**src/rtl/serial_tx_pkg.sv**
```systemverilog
package serial_tx_pkg;
    typedef enum logic [1:0] {
        FK_DATA  = 2'd0,
        FK_BREAK = 2'd1,
        FK_IDLE  = 2'd2
    } frame_kind_e;
endpackage

```
**src/rtl/tx_holdbuf.sv**
```systemverilog
module tx_holdbuf #(
    parameter int DATA_W = 8
) (
    input  logic              clk,
    input  logic              rst_n,
    input  logic              wr_valid,
    input  logic [DATA_W-1:0] wr_data,
    input  logic              take,
    output logic              full,
    output logic [DATA_W-1:0] data,
    output logic              wr_acc
);
    typedef struct packed {
        logic              full;
        logic [DATA_W-1:0] data;
    } hb_t;

    hb_t hb_d, hb_q;

    always_comb begin
        hb_d   = hb_q;
        wr_acc = wr_valid && !hb_q.full;
        if (wr_acc) begin
            hb_d.full = 1'b1;
            hb_d.data = wr_data;
        end else if (take) begin
            hb_d.full = 1'b0;
        end
    end

    always_ff @(posedge clk or negedge rst_n) begin
        if (!rst_n) hb_q <= '0;
        else        hb_q <= hb_d;
    end

    assign full = hb_q.full;
    assign data = hb_q.data;

    AST_WRITE_FILLS: assert property (@(posedge clk) disable iff (!rst_n)
        (wr_valid && !full) |=> full);
    AST_FULL_HOLDS: assert property (@(posedge clk) disable iff (!rst_n)
        (full && !take) |=> (full && $stable(data)));
endmodule

```
**src/rtl/tx_framer.sv**
```systemverilog
module tx_framer
    import serial_tx_pkg::*;
#(
    parameter int DATA_W = 8
) (
    input  logic              clk,
    input  logic              rst_n,
    input  logic              baud_tick,
    input  logic              start_ok,
    input  logic              idle_req,
    input  logic              brk_req,
    input  logic              buf_full,
    input  logic [DATA_W-1:0] buf_data,
    input  logic              par_en,
    input  logic              par_odd,
    output logic              txd,
    output logic              busy,
    output logic              take,
    output logic              idle_start,
    output logic              frame_done,
    output frame_kind_e       done_kind
);
    localparam int FRAME_BITS = DATA_W + 2;
    localparam int CNT_W      = $clog2(FRAME_BITS + 1);
    localparam logic [CNT_W-1:0] LAST_STD = CNT_W'(FRAME_BITS - 1);
    localparam logic [CNT_W-1:0] LAST_BRK = CNT_W'(FRAME_BITS);

    typedef struct packed {
        logic                  busy;
        frame_kind_e           kind;
        logic [CNT_W-1:0]      cnt;
        logic [CNT_W-1:0]      last;
        logic [FRAME_BITS:0]   pat;
        logic                  txd;
    } fr_t;

    fr_t fr_d, fr_q;
    logic [CNT_W-1:0]  cnt_nx;
    logic [DATA_W-1:0] field;
    logic              brk_go;

    always_comb begin
        fr_d       = fr_q;
        take       = 1'b0;
        idle_start = 1'b0;
        frame_done = 1'b0;
        done_kind  = fr_q.kind;
        cnt_nx     = fr_q.cnt + 1'b1;
        brk_go     = brk_req && !(fr_q.busy && fr_q.kind == FK_BREAK);
        field      = buf_data;
        if (par_en) field[DATA_W-1] = (^buf_data[DATA_W-2:0]) ^ par_odd;
        if (baud_tick) begin
            if (fr_q.busy && fr_q.cnt != fr_q.last) begin
                fr_d.cnt = cnt_nx;
                fr_d.txd = fr_q.pat[cnt_nx];
            end else begin
                frame_done = fr_q.busy;
                fr_d.busy  = 1'b0;
                fr_d.txd   = 1'b1;
                fr_d.cnt   = '0;
                if (start_ok) begin
                    if (idle_req) begin
                        fr_d.busy  = 1'b1;
                        fr_d.kind  = FK_IDLE;
                        fr_d.pat   = '1;
                        fr_d.last  = LAST_STD;
                        idle_start = 1'b1;
                    end else if (brk_go) begin
                        fr_d.busy = 1'b1;
                        fr_d.kind = FK_BREAK;
                        fr_d.pat  = {1'b1, {FRAME_BITS{1'b0}}};
                        fr_d.last = LAST_BRK;
                    end else if (buf_full) begin
                        fr_d.busy = 1'b1;
                        fr_d.kind = FK_DATA;
                        fr_d.pat  = {2'b11, field, 1'b0};
                        fr_d.last = LAST_STD;
                        take      = 1'b1;
                    end
                    if (fr_d.busy) fr_d.txd = fr_d.pat[0];
                end
            end
        end
    end

    always_ff @(posedge clk or negedge rst_n) begin
        if (!rst_n) begin
            fr_q      <= '0;
            fr_q.txd  <= 1'b1;
            fr_q.last <= LAST_STD;
        end else begin
            fr_q <= fr_d;
        end
    end

    assign txd  = fr_q.txd;
    assign busy = fr_q.busy;

    AST_LINE_HIGH_IDLE: assert property (@(posedge clk) disable iff (!rst_n)
        !fr_q.busy |-> fr_q.txd);
    AST_CNT_BOUND: assert property (@(posedge clk) disable iff (!rst_n)
        fr_q.cnt <= fr_q.last);
    AST_STOP_HIGH: assert property (@(posedge clk) disable iff (!rst_n)
        (fr_q.busy && fr_q.kind != FK_BREAK && fr_q.cnt == LAST_STD) |-> fr_q.txd);
    AST_BREAK_LOW: assert property (@(posedge clk) disable iff (!rst_n)
        (fr_q.busy && fr_q.kind == FK_BREAK && fr_q.cnt != fr_q.last) |-> !fr_q.txd);
endmodule

```
**src/rtl/tx_ctl.sv**
```systemverilog
module tx_ctl
    import serial_tx_pkg::*;
(
    input  logic        clk,
    input  logic        rst_n,
    input  logic        baud_tick,
    input  logic        tx_en,
    input  logic        brk_set,
    input  logic        wr_acc,
    input  logic        busy,
    input  logic        frame_done,
    input  frame_kind_e done_kind,
    input  logic        idle_start,
    input  logic        buf_full,
    input  logic        tc_ie,
    output logic        start_ok,
    output logic        idle_req,
    output logic        brk_req,
    output logic        flag_tc,
    output logic        irq_tc
);
    typedef struct packed {
        logic en;
        logic guard;
        logic drop;
        logic idle;
        logic brk;
        logic tc;
    } ct_t;

    ct_t ct_d, ct_q;
    logic en_rise, en_fall;

    always_comb begin
        ct_d    = ct_q;
        en_rise = tx_en && !ct_q.en;
        en_fall = !tx_en && ct_q.en;
        ct_d.en = tx_en;
        if (baud_tick)          ct_d.guard = 1'b0;
        if (en_rise && !busy)   ct_d.guard = 1'b1;
        if (frame_done)         ct_d.drop  = 1'b0;
        if (en_fall && busy)    ct_d.drop  = 1'b1;
        if (en_rise && busy && ct_q.drop) begin
            ct_d.idle = 1'b1;
            ct_d.drop = 1'b0;
        end
        if (idle_start)         ct_d.idle  = 1'b0;
        if (frame_done && done_kind == FK_BREAK) ct_d.brk = 1'b0;
        if (brk_set)            ct_d.brk   = 1'b1;
        if (frame_done && !buf_full) ct_d.tc = 1'b1;
        if (wr_acc)             ct_d.tc    = 1'b0;
    end

    always_ff @(posedge clk or negedge rst_n) begin
        if (!rst_n) begin
            ct_q    <= '0;
            ct_q.tc <= 1'b1;
        end else begin
            ct_q <= ct_d;
        end
    end

    assign start_ok = tx_en && !ct_q.guard;
    assign idle_req = ct_q.idle;
    assign brk_req  = ct_q.brk;
    assign flag_tc  = ct_q.tc;
    assign irq_tc   = tc_ie && ct_q.tc;

    AST_GUARD_NO_START: assert property (@(posedge clk) disable iff (!rst_n)
        (ct_q.guard && !busy) |=> !busy);
    AST_TC_AT_END: assert property (@(posedge clk) disable iff (!rst_n)
        $rose(ct_q.tc) |-> $past(frame_done));
    AST_BRK_CLR_AT_END: assert property (@(posedge clk) disable iff (!rst_n)
        $fell(ct_q.brk) |-> $past(frame_done && done_kind == FK_BREAK));
endmodule

```
**src/rtl/serial_tx_engine.sv**
```systemverilog
module serial_tx_engine
    import serial_tx_pkg::*;
#(
    parameter int DATA_W = 8
) (
    input  logic              clk,
    input  logic              rst_n,
    input  logic              baud_tick,
    input  logic              tx_en,
    input  logic              par_en,
    input  logic              par_odd,
    input  logic              bfe_ie,
    input  logic              tc_ie,
    input  logic              brk_set,
    output logic              brk_pend,
    input  logic              wr_valid,
    input  logic [DATA_W-1:0] wr_data,
    output logic              txd,
    output logic              flag_bfe,
    output logic              flag_tc,
    output logic              irq_bfe,
    output logic              irq_tc
);
    logic              buf_full, take, wr_acc;
    logic [DATA_W-1:0] buf_data;
    logic              start_ok, idle_req, brk_req;
    logic              busy, idle_start, frame_done;
    frame_kind_e       done_kind;

    tx_holdbuf #(.DATA_W(DATA_W)) u_buf (
        .clk      (clk),
        .rst_n    (rst_n),
        .wr_valid (wr_valid),
        .wr_data  (wr_data),
        .take     (take),
        .full     (buf_full),
        .data     (buf_data),
        .wr_acc   (wr_acc)
    );

    tx_framer #(.DATA_W(DATA_W)) u_framer (
        .clk        (clk),
        .rst_n      (rst_n),
        .baud_tick  (baud_tick),
        .start_ok   (start_ok),
        .idle_req   (idle_req),
        .brk_req    (brk_req),
        .buf_full   (buf_full),
        .buf_data   (buf_data),
        .par_en     (par_en),
        .par_odd    (par_odd),
        .txd        (txd),
        .busy       (busy),
        .take       (take),
        .idle_start (idle_start),
        .frame_done (frame_done),
        .done_kind  (done_kind)
    );

    tx_ctl u_ctl (
        .clk        (clk),
        .rst_n      (rst_n),
        .baud_tick  (baud_tick),
        .tx_en      (tx_en),
        .brk_set    (brk_set),
        .wr_acc     (wr_acc),
        .busy       (busy),
        .frame_done (frame_done),
        .done_kind  (done_kind),
        .idle_start (idle_start),
        .buf_full   (buf_full),
        .tc_ie      (tc_ie),
        .start_ok   (start_ok),
        .idle_req   (idle_req),
        .brk_req    (brk_req),
        .flag_tc    (flag_tc),
        .irq_tc     (irq_tc)
    );

    assign flag_bfe = !buf_full;
    assign irq_bfe  = bfe_ie && !buf_full;
    assign brk_pend = brk_req;
endmodule

```
**config.mk**
```make
export PLATFORM = sky130hd
export DESIGN_NAME = serial_tx_engine
export DESIGN_NICKNAME = d
export VERILOG_FILES = /design/src/rtl/serial_tx_pkg.sv /design/src/rtl/tx_holdbuf.sv /design/src/rtl/tx_framer.sv /design/src/rtl/tx_ctl.sv /design/src/rtl/serial_tx_engine.sv
export SDC_FILE = /design/constraint.sdc
export NUM_CORES = 1
export LEC_CHECK = 0
export BUFFER_PORTS_ARGS = -buffer_cell sky130_fd_sc_hd__buf_4
export CAP_MARGIN = 20
export CORE_ASPECT_RATIO = 1.4
export CORE_MARGIN = 4
export CORE_UTILIZATION = 40
export CTS_CLUSTER_SIZE = 30
export DETAILED_ROUTE_END_ITERATION = 8
export PLACE_DENSITY_LB_ADDON = 0.2
export SKIP_CTS_REPAIR_TIMING = 1
export SLEW_MARGIN = 0
export SYNTH_ARGS = -nofsm -noshare
export SYNTH_HDL_FRONTEND = slang
export SYNTH_SLANG_ARGS = --single-unit
```
**constraint.sdc**
```tcl
create_clock -name clk -period 3.25 [get_ports clk]
set_input_delay 0.325 -clock clk [delete_from_list [all_inputs] [get_ports clk]]
set_output_delay 0.325 -clock clk [all_outputs]
set_load 0.005 [all_outputs]
```
==> flow_metrics.tcl <==
set metrics [dict create \
    fin_setup_tns_ns 0 \
    via_count 1363 \
    grt_pass1_wl_um 6348 \
    critPathKind "reg2reg" \
    clock_sinks 37 \
    yosys_warnings 0 \
    async_flop_share 1.000 \
    drt_iter0_drc 12 \
    wirelength_um 3710 \
    hold_ws_ns -0.01870 \
    grt_start_max_net_pins 38 \
    final_antenna_net_count 0 \
    timing.final.crit_share 0.6569 \
    final_layout_size_suffix_gt1_frac 0.2670 \
    cts_buffer_depth 2 \
    power_frac_seq 0.434 \
    gp_congestion 0.8041 \
    h-tree-depth 2 \
    die_y_um 88.34 \
    cp-end-kind "register" \
    post-synth-top-area-cell "dfrtp_1" \
    synth.distinct_cells 43 \
    max_clock_freq_mhz 468.4 \
    ios 24 \
    grtUsageTotal 0.1413 \
    slowest_delay_ns 0.49 \
    synth_cells 171 \
    finalMaxSlewViolations 0 \
    root_buffer "clkbuf_8" \
    netlist.area_leader.share 0.4478 \
    antenna_found_initial 0 \
    maxCapViolCount 0 \
    synth_fp_nets 190 \
    initial_utilization 0.4099 \
    rows 29 \
    required_ns 3.41 \
    slew_headroom 0.4573 \
    worstMarginPinSlew_ns 0.8133 \
    internal_power_mw 1.287 \
    hpwl_um 2726 \
    hold_class "in2async" \
    fp.dieW_um 65.39 \
    rsz0062_at_grt "no" \
    dominantRegCellSynth "dfrtp_1" \
    leakage_nw 0.9007 \
    crit_path_max_fanout 11 \
    comb_power_share 0.404 \
    ys_ff_latch 37 \
    numCtsBuffers 5 \
    clk_pin_slew_ns 0.08 \
    fin_skew_ns 0.01426 \
    antenna_cells 0 \
    area_growth_pct 15.60 \
    netSwitchingFraction 0.3781 \
    seq_area_frac_synth 0.5047 \
    failed_checks "negative hold slack" \
    nets 209 \
    synth_commonest_cells "33 x dfrtp_1, 15 x nand2_1, 12 x o21ai_0" \
    ys_top_cells_by_area "dfrtp_1 45%, mux2_2 6.1%, dfstp_2 5.7%" \
    core_area_mm2 0.004499 \
    peakVddDrop_v 0.0004679 \
    overflow 0 \
    p_clk_frac 0.163 \
    first_pass_iters 4 \
    cts_tree "built" \
    power.switching_uw 782.6 \
    via_per_inst 5.387 \
    wl_per_cell_um 14.66 \
    grt_pass1_vias 1365 \
    startpoint_type "register" \
    synth-edff-count 0 \
    port_buffers 23 \
    fin_crit_ns 2.135 \
    status "finished with violations" \
    cp_slowest_cell "o2111ai_1" \
    clkLatencyLatePin_ns 0.29 \
    arrival_ns 2.30 \
    avgSynthCellArea_um2 10.79 \
    synth_area_mm2 0.001844 \
    hold_viol 14 \
    yosysMostFrequentCell "dfrtp_1" \
    power_density_mw_per_mm2 970.9 \
    cp_cell_sequence "xor2_1, o41ai_4, o2111ai_1, a22oi_1, o21ai_1" \
    finalSetupViolCount 0 \
    post-route-drc-count 0 \
    die_area_mm2 0.005776 \
]
## per-layer routing
metal,vias up,track usage,part of all wire,wire [µm]
met5,-,0,0,0
met3,6,0.03050,0.041,153
li1,652,-,-,-
met4,0,0.05849,0.020,74
met2,36,0.2378,0.49,1827
met1,669,0.1756,0.45,1654
## area by class of cell
cell class	count	area, µm²
clock buffers	7	86.33
clock inverters	1	7.507
fillers	452	2367
inverters	4	15.01
multi-input cells	119	842.1
flip-flops and latches	37	930.9
well taps	62	77.57
repair buffers	23	172.7
## kinds of logic after synthesis
logic type                 synth area share
AOI/OAI and AO/OA                    0.1832
xor gates and xnor gates            0.05224
adders and majority gates          0.006783
buffers and inverters               0.03867
DFF                                  0.5047
muxes                               0.09634
and+or+nand+nor                      0.1181
## final timing paths
check,to,cells past startpoint,slack (ns),from
max in group asynchronous,u_framer.txd$_DFFE_PN1P_,1,2.90,rst_n
worst max register to register,u_framer.fr_q[9]$_DFFE_PN0P_,5,1.12,u_framer.fr_q[19]$_DFFE_PN0P_
worst min register to register,u_framer.fr_q[3]$_DFFE_PN0P_,2,0.49,u_framer.fr_q[3]$_DFFE_PN0P_
worst max-delay path,u_framer.fr_q[9]$_DFFE_PN0P_,5,1.12,u_framer.fr_q[19]$_DFFE_PN0P_
worst min-delay path,u_framer.fr_q[11]$_DFFE_PN0P_,1,-0.02,rst_n
min in group clk,u_ctl.ct_q[5]$_DFF_PN0_,1,0.17,tx_en
## registers in the layout, indices dropped and copies added, names as in the netlist
| name | cells |
|---|---|
| u_framer.fr_q | 18 |
| u_ctl.brk_req | 1 |
| u_framer.txd | 1 |
| u_ctl.flag_tc | 1 |
| u_buf.data | 8 |
| u_framer.busy | 1 |
| u_ctl.idle_req | 1 |
| u_buf.full | 1 |
| u_ctl.ct_q | 3 |
| u_framer.done_kind | 2 |
## through the flow
stage	utilization	cells	power, mW	setup WS (ns)	area (µm²)
after floorplan	-	171	1.544	1.399	1844
after global placement	0.4530	245	1.723	1.206	2038
after detailed placement	0.4530	245	1.748	1.136	2038
after CTS	0.4739	253	2.089	1.115	2132
after global routing	0.4739	253	2.225	0.8740	2132
final	0.4739	253	2.070	1.115	2132
## worst max-delay path, delay by kind of cell, from the launching register on
| kind | cells | cell delay, ns |
|---|---|---|
| compound gates | 4 | 1.33 |
| xor+xnor | 1 | 0.21 |
| flops | 1 | 0.47 |
## placed cells by master (no fill, tap or decap), drive strengths merged, types with 3 or more instances in the layout
master | netlist | routed
a21oi | 11 | 11
nand2 | 15 | 15
or2 | 3 | 3
nor3 | 4 | 4
xor2 | 5 | 5
o21ai | 14 | 14
dfrtp | 33 | 33
xnor2 | 6 | 6
a22oi | 4 | 4
nor2b | 5 | 5
dfstp | 4 | 4
mux2 | 10 | 10
buf | 5 | 23
clkbuf | 6 | 7
nand3 | 3 | 3
inv | 4 | 4
o2bb2ai | 4 | 4
nor2 | 6 | 6
## power groups by stage
stage	Clock, mW	Combinational, mW	Sequential [mW]
after floorplan	0	0.756	0.788
after global placement	0	0.826	0.897
after detailed placement	0	0.844	0.903
after CTS	0.345	0.848	0.896
after global routing	0.366	0.929	0.930
final	0.337	0.835	0.898
Power figures use the tool's default switching activity.
